## config.mk

```make
export PLATFORM = sky130hd
export DESIGN_NAME = tile_row_pingpong
export DESIGN_NICKNAME = d
export VERILOG_FILES = /design/src/rtl/trp_pkg.sv /design/src/rtl/trp_bank_ram.sv /design/src/rtl/trp_row_phase.sv /design/src/rtl/trp_fill_ctrl.sv /design/src/rtl/tile_row_pingpong.sv
export SDC_FILE = /design/constraint.sdc
export NUM_CORES = 2
export LEC_CHECK = 0
export ABC_AREA = 1
export BUFFER_PORTS_ARGS = -buffer_cell sky130_fd_sc_hd__buf_2
export CAP_MARGIN = 20
export CORE_MARGIN = 3
export CORE_UTILIZATION = 35
export DETAILED_ROUTE_END_ITERATION = 6
export MAX_ROUTING_LAYER = met4
export PLACE_DENSITY = 0.6
export SYNTH_ARGS = -nofsm -noshare
export SYNTH_HDL_FRONTEND = slang
export SYNTH_HIERARCHICAL = 1
export SYNTH_SLANG_ARGS = --single-unit
```

## constraint.sdc

```tcl
create_clock -name clk -period 5.95 [get_ports clk]
set_input_delay 1.19 -clock clk [delete_from_list [all_inputs] [get_ports clk]]
set_output_delay 1.19 -clock clk [all_outputs]
set_load 0.05 [all_outputs]
```

## src/rtl/trp_pkg.sv

```systemverilog
package trp_pkg;
  typedef enum logic {
    BANK_A = 1'b0,
    BANK_B = 1'b1
  } bank_e;
endpackage

```

## src/rtl/trp_bank_ram.sv

```systemverilog
module trp_bank_ram #(
  parameter int DATA_W = 8,
  parameter int DEPTH  = 160,
  parameter int ADDR_W = $clog2(DEPTH)
) (
  input  logic              clk,
  input  logic              we,
  input  logic [ADDR_W-1:0] waddr,
  input  logic [DATA_W-1:0] wdata,
  input  logic [ADDR_W-1:0] raddr,
  output logic [DATA_W-1:0] rdata
);
  logic [DATA_W-1:0] mem [DEPTH];

  always_ff @(posedge clk) begin
    if (we) mem[waddr] <= wdata;
    rdata <= mem[raddr];
  end
endmodule

```

## src/rtl/trp_row_phase.sv

```systemverilog
module trp_row_phase #(
  parameter int LINE_W    = 10,
  parameter int ROW_LINES = 8
) (
  input  logic              clk,
  input  logic              rst_n,
  input  logic              line_start,
  input  logic [LINE_W-1:0] line_idx,
  output logic              swap,
  output logic              disp_bank,
  output logic              fill_bank
);
  import trp_pkg::*;

  bank_e cur_disp;

  assign swap      = line_start && ((32'(line_idx) % ROW_LINES) == 0);
  assign disp_bank = (cur_disp == BANK_B);
  assign fill_bank = (cur_disp == BANK_A);

  always_ff @(posedge clk or negedge rst_n) begin
    if (!rst_n) begin
      cur_disp <= BANK_A;
    end else if (swap) begin
      cur_disp <= (cur_disp == BANK_A) ? BANK_B : BANK_A;
    end
  end
endmodule

```

## src/rtl/trp_fill_ctrl.sv

```systemverilog
module trp_fill_ctrl #(
  parameter int BANK_BYTES = 160,
  parameter int CNT_W      = $clog2(BANK_BYTES + 1)
) (
  input  logic             clk,
  input  logic             rst_n,
  input  logic             wr_valid,
  input  logic             swap,
  input  logic             underrun_clr,
  output logic             wr_ready,
  output logic             fire,
  output logic [CNT_W-1:0] fill_count,
  output logic             underrun
);
  logic row_done;

  assign wr_ready = fill_count < CNT_W'(BANK_BYTES);
  assign fire     = wr_valid && wr_ready;
  assign row_done = (fill_count + CNT_W'(fire)) == CNT_W'(BANK_BYTES);

  always_ff @(posedge clk or negedge rst_n) begin
    if (!rst_n) begin
      fill_count <= '0;
    end else if (swap) begin
      fill_count <= '0;
    end else if (fire) begin
      fill_count <= fill_count + 1'b1;
    end
  end

  always_ff @(posedge clk or negedge rst_n) begin
    if (!rst_n) begin
      underrun <= 1'b0;
    end else if (swap && !row_done) begin
      underrun <= 1'b1;
    end else if (underrun_clr) begin
      underrun <= 1'b0;
    end
  end
endmodule

```

## src/rtl/tile_row_pingpong.sv

```systemverilog
module tile_row_pingpong #(
  parameter int TILES          = 80,
  parameter int BYTES_PER_TILE = 2,
  parameter int ROW_LINES      = 8,
  parameter int DATA_W         = 8,
  parameter int LINE_W         = 10,
  localparam int BANK_BYTES    = TILES * BYTES_PER_TILE,
  localparam int NUM_BANKS     = 2,
  localparam int ADDR_W        = $clog2(BANK_BYTES),
  localparam int CNT_W         = $clog2(BANK_BYTES + 1),
  localparam int COL_W         = $clog2(TILES),
  localparam int SEL_W         = (BYTES_PER_TILE > 1) ? $clog2(BYTES_PER_TILE) : 1
) (
  input  logic              clk,
  input  logic              rst_n,
  input  logic              wr_valid,
  output logic              wr_ready,
  input  logic [DATA_W-1:0] wr_data,
  input  logic              line_start,
  input  logic [LINE_W-1:0] line_idx,
  input  logic [COL_W-1:0]  rd_col,
  input  logic [SEL_W-1:0]  rd_sel,
  output logic [DATA_W-1:0] rd_data,
  output logic              underrun,
  input  logic              underrun_clr
);
  logic              swap;
  logic              disp_bank;
  logic              fill_bank;
  logic              fire;
  logic [CNT_W-1:0]  fill_count;
  logic [ADDR_W-1:0] waddr;
  logic [ADDR_W-1:0] raddr;
  logic              rd_oob;
  logic              oob_q;
  logic              bank_q;
  logic [DATA_W-1:0] bank_rdata [NUM_BANKS];

  trp_row_phase #(
    .LINE_W    (LINE_W),
    .ROW_LINES (ROW_LINES)
  ) u_phase (
    .clk        (clk),
    .rst_n      (rst_n),
    .line_start (line_start),
    .line_idx   (line_idx),
    .swap       (swap),
    .disp_bank  (disp_bank),
    .fill_bank  (fill_bank)
  );

  trp_fill_ctrl #(
    .BANK_BYTES (BANK_BYTES)
  ) u_fill (
    .clk          (clk),
    .rst_n        (rst_n),
    .wr_valid     (wr_valid),
    .swap         (swap),
    .underrun_clr (underrun_clr),
    .wr_ready     (wr_ready),
    .fire         (fire),
    .fill_count   (fill_count),
    .underrun     (underrun)
  );

  assign waddr  = fill_count[ADDR_W-1:0];
  assign rd_oob = {1'b0, rd_col} >= (COL_W + 1)'(TILES);
  assign raddr  = rd_oob ? '0
                : ADDR_W'(rd_col) * ADDR_W'(BYTES_PER_TILE) + ADDR_W'(rd_sel);

  for (genvar b = 0; b < NUM_BANKS; b++) begin : g_bank
    trp_bank_ram #(
      .DATA_W (DATA_W),
      .DEPTH  (BANK_BYTES)
    ) u_ram (
      .clk   (clk),
      .we    (fire && (fill_bank == 1'(b))),
      .waddr (waddr),
      .wdata (wr_data),
      .raddr (raddr),
      .rdata (bank_rdata[b])
    );
  end

  always_ff @(posedge clk or negedge rst_n) begin
    if (!rst_n) begin
      oob_q  <= 1'b1;
      bank_q <= 1'b0;
    end else begin
      oob_q  <= rd_oob;
      bank_q <= disp_bank;
    end
  end

  assign rd_data = oob_q ? '0 : bank_rdata[bank_q];
endmodule

```

# After elaboration in Yosys (flattened, before gate mapping)
# Memories as Yosys holds them, arrays and structs flattened. A register that Yosys moved wholly into a read port is not among the register bits.
# Index checks and enable logic that the tools add are counted.
[op_classes] bitwise_logic=2 muxes=14 reduce_logical=9 n_eq_ne=1 n_lt_le_gt_ge=3 add_sub_neg=3
[ops] op="2-to-1 mux 8 bit" n=7
[ops] op="zero test 32 bit" n=1
[ops] op="adder 8 x 1 -> 8 bit" n=2
[ops] op="adder 8 x 1 -> 8 bit (second input constant)" n=1
[ops] op="equality test 8 bit (second input constant)" n=1
[ops] op="less-than comparator 8 bit (second input constant)" n=1
[ops] op=">= comparator 7 bit (second input constant)" n=1
[ops] op="2-to-1 mux 1 bit" n=7
[ops] op="logical AND 1 bit" n=5
[ops] op="nonzero test 2 bit" n=2
[ops] op=">= comparator 2 bit (second input constant)" n=1
[ops] op="inverter 1 -> 2 bit" n=1
[ops] op="zero test 1 bit" n=1
[ops] op="inverter 1 bit" n=1
[totals] output_inout_bits=10 ff_bits=12 in_bits=31 ramBits=2560 n_memories=2
[mem_list] memory="g_bank[0].u_ram.mem" words=160 word_bits=8 rd=1 rd_ports_with_merged_regs=1 wr=1 line="trp_bank_ram.sv:13" source="logic [DATA_W-1:0] mem [DEPTH];"
[mem_list] memory="g_bank[1].u_ram.mem" words=160 word_bits=8 rd=1 rd_ports_with_merged_regs=1 wr=1 line="trp_bank_ram.sv:13"

# Logic depth before layout (Yosys ltp)
[depth] depth_word=7 depth_mapped=17 depth_no_buf=14

# By module
# The synthesis kept the hierarchy.
[by_module_without_submodules] mod="trp_bank_ram" n_inst=2 area_per_inst_um2=52300.2 cells_each=4298
[by_module_without_submodules] mod="trp_fill_ctrl" n_inst=1 area_per_inst_um2=629.4 cells_each=86
[by_module_without_submodules] mod="tile_row_pingpong" n_inst=1 area_per_inst_um2=257.7 cells_each=52
[by_module_without_submodules] mod="trp_row_phase" n_inst=1 area_per_inst_um2=65.1 cells_each=10

# Least setup slack after synthesis
# No wires, ideal clock.
[synth_timing] kind="input to register" from="input wr_valid" to="memory g_bank[0].u_ram.mem[102][0] (enable)" required_time_ps=5580 n_path_buf=2 cell_stages=8 path_slack_ps=2850 arrival_time_ps=2730 setup_time_ps=370 path_cell_list="nand2_2 inv_4 inv_1 nor2_1 clkbuf_1 nand3_1 clkbuf_1 nor2_1"
[synth_via] elab_chain_len=4
[synth_lines] element="from (decl)" line="tile_row_pingpong.sv:16" source="input logic wr_valid,"
[synth_lines] element="logical AND 1 bit" line="trp_fill_ctrl.sv:18" source="assign fire = wr_valid && wr_ready;"
[synth_lines] element="named net fire" line="tile_row_pingpong.sv:30" source="logic fire;"
[synth_lines] element="logical AND 1 bit" line="tile_row_pingpong.sv:77" source=".we (fire && (fill_bank == 1'(b))),"
[synth_lines] element="2-to-1 mux 1 bit" line="trp_bank_ram.sv:16" source="if (we) mem[waddr] <= wdata;"
[synth_lines] element="2-to-1 mux 1 bit (implied by the code)" line="trp_bank_ram.sv:16"
[synth_lines] element="to (decl)" line="trp_bank_ram.sv:13"
# The timed path passes the listed nets, and every way through them passes these cells.

# Final worst setup path
[layout_timing] from="register u_fill.fill_count[5]" to="memory g_bank[0].u_ram.mem[156][0] (enable)"
[layout_via] elab_chain_len=5
[layout_lines] element="from (decl)" line="trp_fill_ctrl.sv:12" source="output logic [CNT_W-1:0] fill_count,"
[layout_lines] element="from (signal assigned)" line="trp_fill_ctrl.sv:27" source="fill_count <= fill_count + 1'b1;"
[layout_lines] element="less-than comparator 8 bit" line="trp_fill_ctrl.sv:17" source="assign wr_ready = fill_count < CNT_W'(BANK_BYTES);"
[layout_lines] element="logical AND 1 bit" line="trp_fill_ctrl.sv:18"
[layout_lines] element="named net fire" line="tile_row_pingpong.sv:30"
[layout_lines] element="logical AND 1 bit" line="tile_row_pingpong.sv:77"
[layout_lines] element="2-to-1 mux 1 bit" line="trp_bank_ram.sv:16"
[layout_lines] element="2-to-1 mux 1 bit (implied by the code)" line="trp_bank_ram.sv:16"
# The timed path passes the listed nets, and every way through them passes these cells.

==> results by group <==
STA
  – Fin crit period: 4.42 ns
  – Skew final: 0.0664 ns
  – Hold Vio Cnt, Final: 0
  – Setup TNS: 0 ns
  – Slew at the pin closest to its max-slew limit: 1.17 ns
  – RSZ-0062 raised after global routing: no
  – Max-slew headroom: 22.1%
  – Slew Limit Fails: 0
  – FMAX: 226 MHz
  – Final period util: roughly 74%
  – # setup viols final: 0

Critical path
  – CP Max Fanout: 21
  – Kind of critical path: reg -> reg
  – Endpoint class of the critical path: flop
  – CP Launch Type: flop
  – FF-to-FF setup slack: roughly 1.5 ns
  – Worst path required time: around 6.4 ns
  – Worst path arrival time: between 4 and 5 ns

Clocking
  – CTS tree: yes
  – CTS sink count: approximately 2600
  – Hold_buf cts: 0
  – CTS root buf: clkbuf_16
  – Clock Latency Late Sink: 0.92 ns
  – H-Tree Depth: 4
  – Longest Clk Path Bufs: 4
  – CTS Buf Count: 249
  – Number of gates resized after CTS: 0
  – Clock Pin Slew Worst Setup and Hold Paths: 0.07 ns
  – # Post-CTS Setup Buffers: 0

Yosys
  – Top cells by instance count after synthesis: edfxtp_1 (2560), nand2_1 (2273), nand3_1 (2072), nor2_1 (677), o21ai_0 (250)
  – Top-count cell post-synth: edfxtp_1
  – Yosys reg bits: 2588
  – Post-synth EDFFs: around 2600
  – Synth top area share: ~73%
  – Yosys Warn Count: 6
  – Syn Nets: 8778
  – Synth area leaders: edfxtp_1 (73%), nand3_1 (9.8%), nand2_1 (8.1%)
  – Synth area leader: edfxtp_1
  – Cells after synthesis: 8744
  – Post-synth ARST share: less than 1%
  – Yosys cell types: 33
  – Register area share after synthesis: 73.4%
  – Post-Syn Area: 106000 µm²
  – Avg Cell Area, Syn: 12.1 µm²
  – Main flop type after synthesis: edfxtp_1

GRT
  – Number of global-route vias before repair: 63600
  – GRT Residual Overflow: 0
  – Largest net degree at the start of global routing: ~180
  – Initial antenna violation count: 6
  – First-pass GRT wire length: 414000 µm
  – Total track usage: 18.1%

Power
  – PD cells: 333 nW/µm²
  – LEAKAGE: slightly below 40 nW
  – Peak VDD IR: 248 µV

Routing
  – Pre-antenna DRT Iters: 7
  – # DRC: 2
  – Via density: between 5 and 6
  – Drt initial violations: 8066
  – DRT antenna net count: 0
  – Vias post-DR: 67400
  – WL/cell: 22.1 µm
  – Post-Route WL: 281000 µm

Floorplanning
  – Starting Density: 35.2%
  – Site Rows: 201
  – Die Y: 555 µm
  – Core area: 300000 µm²
  – Die ar.: 308000 µm²
  – Die width: approximately 560 µm
  – I/O pin cnt: 41

Place
  – RD Place Congestion: 0.935
  – Port bufs: 33
  – Post-DP Area: 109000 µm²
  – Placed insts: 12300
  – Hpwl dp: 158000 µm

Layout
  – Final Cell Area: 117000 µm²
  – Layout area overhead: 10.4%
  – Final core occ: 38.9%
  – Share of cells above drive strength 1: 5.91%
  – Post-Layout Cell Count: ~13000
  – Nets: 8579

Status
  – Failing checks: DRC
  – Outcome: finished with violations

Min path
  – Worst Hold Class: in -> async

Run
  – Max-cap violations: 0
-- power breakdown --
group          internal, W  switching, W  total (W)
clock network      0.00867       0.00670     0.0154
registers           0.0202      0.000109     0.0203
logic             0.000698       0.00249    0.00319
total               0.0295       0.00930     0.0388
-- routing by layer --
metal  vias up  part of all wire, %  global-route usage, %
li1      30900                    -                      -
met1     33300                   41                   24.1
met2      2749                   46                   27.9
met3       524                  8.1                   2.78
met4         0                  4.1                   7.25
met5         -                    0                      -
-- cell usage in the layout (no fill, tap or decap), types with 25 or more instances in the layout --
| cell | synthesis | final |
|---|---|---|
| buf_2 | 245 | 25 |
| o21ai_0 | 250 | 250 |
| o22ai_1 | 32 | 32 |
| buf_4 | 103 | 59 |
| o21ai_1 | 35 | 35 |
| clkbuf_1 | 124 | 46 |
| buf_12 | 0 | 39 |
| nand3_1 | 2072 | 2072 |
| clkinv_2 | 0 | 57 |
| edfxtp_1 | 2560 | 2560 |
| nand2_1 | 2273 | 2273 |
| o221ai_1 | 96 | 96 |
| inv_1 | 90 | 90 |
| clkbuf_16 | 0 | 251 |
| nor2_1 | 677 | 669 |
| clkinv_1 | 0 | 49 |
-- through the flow --
step	hold WS [ns]	power, W	setup WS, ns
2_1_floorplan	0.374	0.0225	2.85
3_3_place_gp	0.389	0.0237	1.06
3_5_place_dp	0.392	0.0238	1.03
4_1_cts	0.159	0.0391	1.57
5_1_grt	0.189	0.0401	1.26
6_report	0.224	0.0388	1.53
-- sequential cells by signal (all words and copies together), names as in the netlist --
register / flops
g_bank.u_ram/rdata: 16
u_fill/fill_count: 8
oob_q: 1
g_bank.u_ram/mem: 2560
bank_q: 1
u_fill/underrun: 1
u_phase/disp_bank: 1
-- area by class of cell --
| cell class | count | area [µm²] |
|---|---|---|
| Fill cell | 28100 | 183000 |
| Sequential cell | 2588 | 77500 |
| Multi-Input combinational cell | 5473 | 24300 |
| Clock buffer | 308 | 6610 |
| Tap cell | 3958 | 4950 |
| Timing Repair Buffer | 132 | 1500 |
| Clock inverter | 143 | 1260 |
| Inverter | 101 | 459 |
| Antenna cell | 14 | 35.0 |
-- critical path: stages (launching register included) --
cell and delay, ns:
dfrtp_1 0.64, o21ai_2 0.48, nand2_2 0.16, inv_4 0.16
inv_1 0.06, nor2_2 0.60, nand4_1 0.77, nor2_1 1.08
-- path summary, 6_finish.rpt --
| kind | start | to | depth (start not counted) |
|---|---|---|---|
| setup reg to reg | u_fill/fill_count[5]$_DFFE_PN0P_ | g_bank[0].u_ram/mem[156][0]$_DFFE_PP_ | 7 |
| hold / removal | rst_n | u_fill/fill_count[7]$_DFFE_PN0P_ | 1 |
| hold reg to reg | u_phase/disp_bank$_DFFE_PN0P_ | bank_q$_DFF_PN0_ | 0 |
| min in group clk | u_phase/disp_bank$_DFFE_PN0P_ | bank_q$_DFF_PN0_ | 0 |
| max in group asynchronous | rst_n | u_fill/fill_count[0]$_DFFE_PN0P_ | 1 |
| setup / recovery | u_fill/fill_count[5]$_DFFE_PN0P_ | g_bank[0].u_ram/mem[156][0]$_DFFE_PP_ | 7 |
-- logic make-up after synthesis --
logic type | Yosys count | synth area share, %
AND/OR/NAND/NOR | 5033 | 20.4
AO/OA/AOI/OAI | 436 | 2.50
XOR/XNOR | 1 | 0.00830
buffers and inverters | 683 | 3.64
flip-flops | 2588 | 73.4
adder cells (fa/ha/maj) | 3 | 0.0356
Power figures use the tool's default switching activity.
